`src/rtl/fsr_pkg.sv`:
```
package fsr_pkg;

  typedef enum logic [1:0] {
    OP_PAGE = 2'd0,
    OP_SECT = 2'd1,
    OP_BLK  = 2'd2,
    OP_CHIP = 2'd3
  } op_e;

  typedef struct packed {
    logic       lock;
    logic       rsv;
    logic       dir;
    logic [2:0] lvl;
    logic       wel;
    logic       busy;
  } stat_t;

  // Window check: lvl 0 => none, else 2^(blk_w+lvl-1) bytes at top (dir=0) or bottom (dir=1).
  function automatic logic prot_hit(input logic [2:0] lvl, input logic dir,
                                    input logic [31:0] addr,
                                    input int unsigned aw, input int unsigned bw);
    logic [63:0] span, whole, a;
    int unsigned sh;
    if (lvl == 3'd0) return 1'b0;
    sh    = bw + int'(lvl) - 1;
    whole = 64'd1 << aw;
    span  = 64'd1 << sh;
    if (span >= whole) return 1'b1;
    a = {32'd0, addr};
    if (dir) return a < span;
    return a >= (whole - span);
  endfunction

endpackage

```
`src/rtl/fsr_prot_check.sv`:
```
module fsr_prot_check
  import fsr_pkg::*;
#(
  parameter int unsigned ADDR_W = 19,
  parameter int unsigned BLK_W  = 16
) (
  input  logic              clk,
  input  logic              rst_n,
  input  logic [2:0]        lvl,
  input  logic              dir,
  input  logic [1:0]        op,
  input  logic [ADDR_W-1:0] addr,
  output logic              hit
);

  localparam int unsigned PAD_W = 32 - ADDR_W;

  logic [31:0] addr_ext;
  logic        window_hit;

  assign addr_ext   = {{PAD_W{1'b0}}, addr};
  assign window_hit = prot_hit(lvl, dir, addr_ext, ADDR_W, BLK_W);

  always_comb begin
    if (op_e'(op) == OP_CHIP) hit = (lvl != 3'd0);
    else                      hit = window_hit;
  end

  p_lvl0_open_r7: assert property (@(posedge clk) disable iff (!rst_n)
    (lvl == 3'd0) |-> !hit);

endmodule

```
`src/rtl/fsr_busy_timer.sv`:
```
module fsr_busy_timer
  import fsr_pkg::*;
#(
  parameter int unsigned PP_CYC = 6,
  parameter int unsigned SE_CYC = 10,
  parameter int unsigned BE_CYC = 14,
  parameter int unsigned CE_CYC = 20
) (
  input  logic       clk,
  input  logic       rst_n,
  input  logic       start,
  input  logic [1:0] op,
  output logic       busy,
  output logic       done
);

  localparam int unsigned MAX_A = (PP_CYC > SE_CYC) ? PP_CYC : SE_CYC;
  localparam int unsigned MAX_B = (BE_CYC > CE_CYC) ? BE_CYC : CE_CYC;
  localparam int unsigned MAX_L = (MAX_A > MAX_B) ? MAX_A : MAX_B;
  localparam int unsigned CNT_W = $clog2(MAX_L + 1);

  logic [CNT_W-1:0] cnt_q;
  logic [CNT_W-1:0] load_len;

  always_comb begin
    unique case (op_e'(op))
      OP_PAGE: load_len = CNT_W'(PP_CYC);
      OP_SECT: load_len = CNT_W'(SE_CYC);
      OP_BLK:  load_len = CNT_W'(BE_CYC);
      default: load_len = CNT_W'(CE_CYC);
    endcase
  end

  assign busy = (cnt_q != '0);
  assign done = busy && (cnt_q == CNT_W'(1));

  always_ff @(posedge clk) begin
    if (!rst_n)     cnt_q <= '0;
    else if (start) cnt_q <= load_len;
    else if (busy)  cnt_q <= cnt_q - CNT_W'(1);
  end

  p_start_idle_r9: assert property (@(posedge clk) disable iff (!rst_n)
    start |-> !busy);
  p_done_ends_r8: assert property (@(posedge clk) disable iff (!rst_n)
    done |=> !busy);
  p_steps_down_r8: assert property (@(posedge clk) disable iff (!rst_n)
    (busy && !start) |=> (cnt_q == $past(cnt_q) - CNT_W'(1)));

endmodule

```
`src/rtl/fsr_status_reg.sv`:
```
module fsr_status_reg
  import fsr_pkg::*;
(
  input  logic       clk,
  input  logic       rst_n,
  input  logic       wp_n,
  input  logic       set_wel,
  input  logic       clr_wel,
  input  logic       sr_wr,
  input  stat_t      sr_data,
  output logic       lock,
  output logic       dir,
  output logic [2:0] lvl,
  output logic       wel
);

  logic frozen;
  assign frozen = lock || !wp_n;

  always_ff @(posedge clk) begin
    if (!rst_n) begin
      lock <= 1'b0;
      dir  <= 1'b0;
      lvl  <= 3'd0;
    end else if (sr_wr) begin
      if (!frozen) begin
        dir <= sr_data.dir;
        lvl <= sr_data.lvl;
      end
      if (wp_n) lock <= sr_data.lock;
    end
  end

  always_ff @(posedge clk) begin
    if (!rst_n)       wel <= 1'b0;
    else if (clr_wel) wel <= 1'b0;
    else if (set_wel) wel <= 1'b1;
  end

  p_frozen_hold_r5: assert property (@(posedge clk) disable iff (!rst_n)
    (sr_wr && frozen) |=> ($stable(lvl) && $stable(dir)));
  p_pin_lock_hold_r5: assert property (@(posedge clk) disable iff (!rst_n)
    (sr_wr && !wp_n) |=> $stable(lock));
  p_no_set_clr_r11: assert property (@(posedge clk) disable iff (!rst_n)
    !(set_wel && clr_wel));

endmodule

```
`src/rtl/flash_sr_guard.sv`:
```
module flash_sr_guard
  import fsr_pkg::*;
#(
  parameter int unsigned ADDR_W = 19,
  parameter int unsigned BLK_W  = 16,
  parameter int unsigned PP_CYC = 6,
  parameter int unsigned SE_CYC = 10,
  parameter int unsigned BE_CYC = 14,
  parameter int unsigned CE_CYC = 20
) (
  input  logic              clk,
  input  logic              rst_n,
  input  logic              cmd_wren,
  input  logic              cmd_wrdi,
  input  logic              cmd_wrsr,
  input  logic [7:0]        wrsr_data,
  input  logic              req_valid,
  input  logic [1:0]        req_op,
  input  logic [ADDR_W-1:0] req_addr,
  input  logic              wp_n,
  output logic [7:0]        status,
  output logic              busy,
  output logic              req_accept,
  output logic              req_reject
);

  logic       idle;
  logic       take_req, take_wrsr, take_wrdi, take_wren;
  logic       req_ok, req_bad, prot_reject;
  logic       set_wel, clr_wel;
  logic       hit, done;
  logic       lock, dir, wel;
  logic [2:0] lvl;
  logic       acc_q, rej_q;
  stat_t      wr_view, cur;

  assign wr_view = stat_t'(wrsr_data);
  assign idle    = !busy;

  // Strobe arbitration: request > status write > clear-enable > set-enable.
  assign take_req  = idle && req_valid;
  assign take_wrsr = idle && !req_valid && cmd_wrsr && wel;
  assign take_wrdi = idle && !req_valid && !cmd_wrsr && cmd_wrdi;
  assign take_wren = idle && !req_valid && !cmd_wrsr && !cmd_wrdi && cmd_wren;

  assign req_ok      = take_req && wel && !hit;
  assign prot_reject = take_req && wel && hit;
  assign req_bad     = take_req && !req_ok;

  assign clr_wel = take_wrdi || take_wrsr || done || prot_reject;
  assign set_wel = take_wren;

  fsr_prot_check #(.ADDR_W(ADDR_W), .BLK_W(BLK_W)) u_prot (
    .clk  (clk),
    .rst_n(rst_n),
    .lvl  (lvl),
    .dir  (dir),
    .op   (req_op),
    .addr (req_addr),
    .hit  (hit)
  );

  fsr_busy_timer #(
    .PP_CYC(PP_CYC), .SE_CYC(SE_CYC), .BE_CYC(BE_CYC), .CE_CYC(CE_CYC)
  ) u_timer (
    .clk  (clk),
    .rst_n(rst_n),
    .start(req_ok),
    .op   (req_op),
    .busy (busy),
    .done (done)
  );

  fsr_status_reg u_sr (
    .clk    (clk),
    .rst_n  (rst_n),
    .wp_n   (wp_n),
    .set_wel(set_wel),
    .clr_wel(clr_wel),
    .sr_wr  (take_wrsr),
    .sr_data(wr_view),
    .lock   (lock),
    .dir    (dir),
    .lvl    (lvl),
    .wel    (wel)
  );

  always_ff @(posedge clk) begin
    if (!rst_n) begin
      acc_q <= 1'b0;
      rej_q <= 1'b0;
    end else begin
      acc_q <= req_ok;
      rej_q <= req_bad;
    end
  end

  always_comb begin
    cur.lock = lock;
    cur.rsv  = 1'b0;
    cur.dir  = dir;
    cur.lvl  = lvl;
    cur.wel  = wel;
    cur.busy = busy;
  end

  assign status     = cur;
  assign req_accept = acc_q;
  assign req_reject = rej_q;

  p_wel_during_busy_r8: assert property (@(posedge clk) disable iff (!rst_n)
    busy |-> wel);
  p_accept_busy_r10: assert property (@(posedge clk) disable iff (!rst_n)
    req_accept |-> busy);
  p_pulse_excl_r10: assert property (@(posedge clk) disable iff (!rst_n)
    !(req_accept && req_reject));
  p_busy_ignores_wrsr_r9: assert property (@(posedge clk) disable iff (!rst_n)
    (busy && cmd_wrsr) |=> $stable(status[7:2]));
  p_nowel_reject_r6: assert property (@(posedge clk) disable iff (!rst_n)
    (req_valid && idle && !wel) |=> (req_reject && $stable(status)));

endmodule

```
`config.mk`:
```
export PLATFORM = sky130hd
export DESIGN_NAME = flash_sr_guard
export DESIGN_NICKNAME = d
export VERILOG_FILES = /design/src/rtl/fsr_pkg.sv /design/src/rtl/fsr_prot_check.sv /design/src/rtl/fsr_busy_timer.sv /design/src/rtl/fsr_status_reg.sv /design/src/rtl/flash_sr_guard.sv
export SDC_FILE = /design/constraint.sdc
export NUM_CORES = 1
export LEC_CHECK = 0
export BUFFER_PORTS_ARGS = -buffer_cell sky130_fd_sc_hd__buf_4
export CORE_ASPECT_RATIO = 0.9
export CORE_UTILIZATION = 30
export CTS_CLUSTER_SIZE = 10
export DETAILED_ROUTE_END_ITERATION = 16
export GPL_TIMING_DRIVEN = 0
export PLACE_DENSITY = 0.47
export SYNTH_ARGS = -nofsm -noshare
export SYNTH_HDL_FRONTEND = slang
export SYNTH_SLANG_ARGS = --single-unit
```
`constraint.sdc`:
```
create_clock -name clk -period 8.7 [get_ports clk]
set_input_delay 0.87 -clock clk [delete_from_list [all_inputs] [get_ports clk]]
set_output_delay 0.87 -clock clk [all_outputs]
set_load 0.05 [all_outputs]
```
==> Word level (Yosys, flattened, before mapping) <==
Cells that the tools add are included.
{ "totals": {"input_bits": 36, "elab_cells": 69, "ff_bits": 13, "out_inout_bits": 11} }
{ "op_classes": {"bitwise_logic": 2, "n_eq_ne": 4, "n_mux": 16, "shift": 1, "magnitude_cmp": 3, "n_reduce_logical": 32, "addsub": 4} }
{ "op_table": {"columns": ["op", "n"], "rows": [
  ["$ge 19x64->1", 1],
  ["$ge 64x20->1 const B", 1],
  ["$lt 19x64->1", 1],
  ["$shl 1x32->64 const A", 1],
  ["$sub 20x64->64 const A", 1],
  ["$sub 32x1->32 const B", 1],
  ["$pmux 5 s3", 1],
  ["$logic_and 1x1->1", 13],
  ["$mux 1", 13],
  ["$mux 5", 2],
  ["$logic_not 1->1", 7],
  ["$add 5x3->6 const A", 1],
  ["$eq 5x1->1 const B", 1],
  ["$reduce_bool 5->1", 1],
  ["$sub 5x1->5 const B", 1],
  ["$eq 2x2->1 const B", 2],
  ["$logic_or 1x1->1", 4],
  ["$reduce_and 2->1", 2],
  ["$logic_not 3->1", 1],
  ["$reduce_bool 3->1", 1],
  ["$eq 2x1->1 const B", 1],
  ["$logic_not 2->1", 1],
  ["$not 1->1", 2],
  ["$reduce_bool 2->1", 1],
  ["$reduce_or 2->1", 1]
]} }

==> Depth between registers and ports, before layout <==
{ "depth": {"word_depth": 16, "ltp_mapped": 21} }

==> By module <==
From an unflattened synthesis, not the netlist that was laid out.
{ "hier_totals": {"cells_unflattened": 254, "hier_area_um2": 1984.4} }
{ "modules_own_cells": {"columns": ["mod", "seq_area_each_um2", "cells_each", "n_inst", "area_each_um2"], "rows": [
  ["fsr_prot_check", 0.0, 173, 1, 1237.4],
  ["fsr_busy_timer", 100.1, 37, 1, 339.1],
  ["fsr_status_reg", 120.1, 26, 1, 247.7],
  ["flash_sr_guard", 40.0, 18, 1, 160.2]
]} }

==> Worst setup path after synthesis <==
No wires, ideal clock.
{ "synth_path": {"path_kind": "reg2reg", "from": "register u_sr.lvl[2]", "to": "register u_timer.cnt_q[1]", "path_stages_with_launch": 21, "arrival_ns": 4.069, "synth_period_minus_slack_ns": 4.189, "t_required_ns": 8.580, "path_buffers": 4, "setup_slack_ns": 4.511, "path_cell_list": "dfxtp_1 -> buf_2 -> inv_1 -> ha_1 -> clkbuf_1 -> and2_1 -> clkbuf_1 -> nand2_1 -> ha_1 -> clkbuf_1 -> nand3b_1 -> o21ai_0 -> a22o_1 -> ha_1 -> o21ai_0 -> nor2_1 -> nor4_1 -> a22oi_1 -> o21ai_2 -> a211oi_2 -> o31a_1"} }
{ "synth_via": {"elab_chain_cells": 13} }
{ "synth_lines": {"columns": ["element", "line", "source"], "rows": [
  ["start, declared", "fsr_status_reg.sv:13", "output logic [2:0] lvl,"],
  ["start signal, assigned", "fsr_status_reg.sv:28", "lvl <= sr_data.lvl;"],
  ["parallel branches: the longest is 9 deep, another holds $sub 20x64->64", null, null],
  ["$mux 1 (*)", "fsr_prot_check.sv:25", "if (op_e'(op) == OP_CHIP) hit = (lvl != 3'd0);"],
  ["$logic_not 1->1 (*)", "flash_sr_guard.sv:46", "assign req_ok = take_req && wel && !hit;"],
  ["$logic_and 1x1->1 (*)", "flash_sr_guard.sv:46", null],
  ["$mux 5 / $reduce_bool 2->1 (equally long branches)", null, null],
  ["end signal, assigned", "fsr_busy_timer.sv:39", "else if (start) cnt_q <= load_len;"],
  ["end signal, assigned", "fsr_busy_timer.sv:40", "else if (busy) cnt_q <= cnt_q - CNT_W'(1);"],
  ["end, declared", "fsr_busy_timer.sv:22", "logic [CNT_W-1:0] cnt_q;"]
]} }
Mark *: on every way between the ends. The select of a mux whose other input is x is not followed.
A chain may end at the register's enable or synchronous reset.

==> Worst setup path in the final report <==
Ends and elaborated chain as after synthesis.

==> results.json <==
{
  "status": "completed",
  "dr.first_iter.drc_count": 68,
  "yosys.area.top_type": "ha_1",
  "clockBufferDepth": 2,
  "max_stage_delay_ps": 370,
  "grt-ovfl-total": 0,
  "numClockSinks": 13,
  "drive_above_1_share_pct": 23.23,
  "pwr-share-seq_pct": 24.6,
  "required_ps": 8840,
  "post-route-period-util_pct": 52.14,
  "cts.hold.buffers_added": 0,
  "met2_usage_pct": 25.12,
  "crit_buf_inv": 5,
  "vias": 1851,
  "start_kind": "register",
  "fin_crit_ps": 4536,
  "synth_ff_type": "dfxtp_1",
  "setup_viol": 0,
  "peakVddDrop_uv": 73.57,
  "cts_tree": "built",
  "antenna_left": 0,
  "cts_resized": 0,
  "gr-max-usage-layer": "met2",
  "fin_skew_ps": 3.549,
  "wl_um": 4905,
  "yosys-top-cells-area": "ha_1 26%, dfxtp_1 14%, nand2_1 5.6%",
  "yosysMostFrequentCell": "ha_1",
  "grt_pass1_wl_um": 8286,
  "drc": 0,
  "gp_congestion": 0.7914,
  "portBuffers": 42,
  "synthesis.area_mm2": 0.001893,
  "critPathMaxFanout": 10,
  "cts_buffers": 3,
  "met1_usage_pct": 22.12,
  "total_leakage_power_nw": 1.081,
  "switching_share_pct": 43.48,
  "grt_max_degree": 11,
  "combPwrFrac_pct": 58.7,
  "antennaDiodeCount": 0,
  "wl_per_cell_um": 12.77,
  "drv_slew": 0,
  "htree_levels": 1,
  "async_reset_ff_share_pct": 0,
  "fin_tns_setup_ps": 0,
  "maxCapViolations": 0,
  "cp_slowest_cell": "ha_1",
  "synth_enable_flop_cells": 0,
  "avgSynthCellArea_um2": 7.633,
  "ys_warn_count": 0,
  "pin_count": 47,
  "die_y_um": 77.36,
  "ys_types": 62,
  "worstPathArrival_ps": 4670,
  "nets": 374,
  "grt_usage_pct": 15.55,
  "final_area_mm2": 0.002375,
  "dp_hpwl_um": 4118,
  "seq_area_frac_synth_pct": 13.75,
  "viasPerCell": 4.820,
  "synthToLayoutAreaGrowth_pct": 25.45,
  "rsz0062_at_grt": "false",
  "min_path_type": "reg -> reg",
  "power.share.clock_pct": 16.8,
  "antenna_found_initial": 0,
  "synth_top_area_share_pct": 26.44,
  "first_pass_iters": 4,
  "power.internal_mw": 0.1833,
  "die_w_um": 85.74,
  "synth_seq_cells": 13,
  "grtUsageMet3_pct": 3.191,
  "p_sw_mw": 0.1410,
  "die-area_mm2": 0.006632,
  "power.density_mw_per_mm2": 136.5,
  "crit_family": "compound AO/OA/AOI/OAI gates",
  "core_mm2": 0.006115,
  "cts_root_buf": "clkbuf_8",
  "path_class": "reg -> reg",
  "initial_utilization_pct": 30.96,
  "clkTransAtPathRegs_ps": 60,
  "worstPathCellList": "buf_2, inv_1, ha_1, clkbuf_1, and2_1, clkbuf_1, nand2_1, ha_1, clkbuf_1, o31a_1, and2_1, ha_1, nand2_1, o21ai_0, o211ai_1, a22oi_1, a21o_1, a221oi_1, o31a_1",
  "cp-end-kind": "register",
  "synth_common_cells": "40 x ha_1, 28 x nand2_1, 19 x a21oi_1",
  "synth_cells": 248,
  "rows": 27,
  "grt_pass1_vias": 1766,
  "clock_latency_ps": 240,
  "placed_area_mm2": 0.002328,
  "cts_setup_buffers": 0,
  "max_freq_mhz": 220.4,
  "hold_viol_final": 0
}
cell type report:
cell class | instances | area, um^2
fillers | 670 | 3740
inverters | 15 | 56.30
plain buffers | 14 | 78.83
multi-input cells | 209 | 1509
clock buffers | 3 | 41.29
repair buffers | 42 | 315.3
well taps | 87 | 108.9
flip-flops and latches | 13 | 260.3
clock inverters | 1 | 5.005
sequential cells by signal, indices dropped and copies added, names as in the netlist:
register,flops
req_accept,1
u_timer.cnt_q,5
u_sr.lvl,3
u_sr.lock,1
req_reject,1
u_sr.dir,1
u_sr.wel,1
metal layers:
layer / share of wire (%) / vias up
met3: 2.9 / 2
met2: 44 / 25
met1: 53 / 825
met5: 0 / -
li1: - / 999
met4: 0.16 / 0
metrics by stage:
stage | instances | utilization (%) | hold slack (ps) | setup WS (ps) | power [mW]
2_1_floorplan | 251 | - | 454.3 | 4511 | 0.2198
3_3_place_gp | 380 | 38.08 | 475.5 | 4109 | 0.2707
3_5_place_dp | 380 | 38.08 | 483.0 | 4146 | 0.2711
4_1_cts | 384 | 38.84 | 497.7 | 4122 | 0.3278
5_1_grt | 384 | 38.84 | 531.9 | 3699 | 0.3490
6_report | 384 | 38.84 | 494.4 | 4164 | 0.3242
placed cells by master, fill, tap and decap left out, drive strengths merged, types with 3 or more instances in the layout:
master	netlist	routed
clkbuf	5	8
ha	40	40
dfxtp	13	13
a211oi	3	3
conb	2	5
inv	14	14
xnor2	3	3
a32oi	3	3
a21o	3	3
buf	9	51
nand3	8	8
nor2	17	17
nor3	5	5
a21oi	20	20
nand4	4	4
nor2b	3	3
and2	7	7
o211ai	4	4
o21ai	17	17
nand2	28	28
power by group through the flow:
stage / clock network [mW] / registers (mW) / logic (mW)
finish: 0.0544 / 0.0796 / 0.190
global route: 0.0606 / 0.0810 / 0.207
CTS: 0.0566 / 0.0796 / 0.192
detailed placement: 0 / 0.0810 / 0.190
global placement: 0 / 0.0810 / 0.190
floorplan: 0 / 0.0831 / 0.137
worst paths after layout:
kind                                      start                             to  slack (ps)  cells after the start
setup / recovery       u_sr.lvl[2]$_SDFFE_PN0P_  u_timer.cnt_q[1]$_SDFFE_PN0P_        4160                     19
hold reg to reg   u_timer.cnt_q[4]$_SDFFE_PN0P_  u_timer.cnt_q[4]$_SDFFE_PN0P_         490                      2
setup reg to reg       u_sr.lvl[2]$_SDFFE_PN0P_  u_timer.cnt_q[1]$_SDFFE_PN0P_        4160                     19
hold / removal    u_timer.cnt_q[4]$_SDFFE_PN0P_  u_timer.cnt_q[4]$_SDFFE_PN0P_         490                      2
kinds of logic after synthesis:
kind of cell / synth area share, %
AOI/OAI and AO/OA: 25.64
xor gates and xnor gates: 2.314
adders and majority gates: 26.44
buffers and inverters: 7.138
DFF: 13.75
muxes: 1.058
other: 0.3967
and+or+nand+nor: 23.27
tightest hold or removal path, delay by kind of cell, from the launching register on:
family	cells	cell delay (ps)
AO/OA/AOI/OAI	1	60
AND/OR/NAND/NOR	1	80
flip-flops	1	320
No activity file was read; power rests on OpenSTA's default activity.
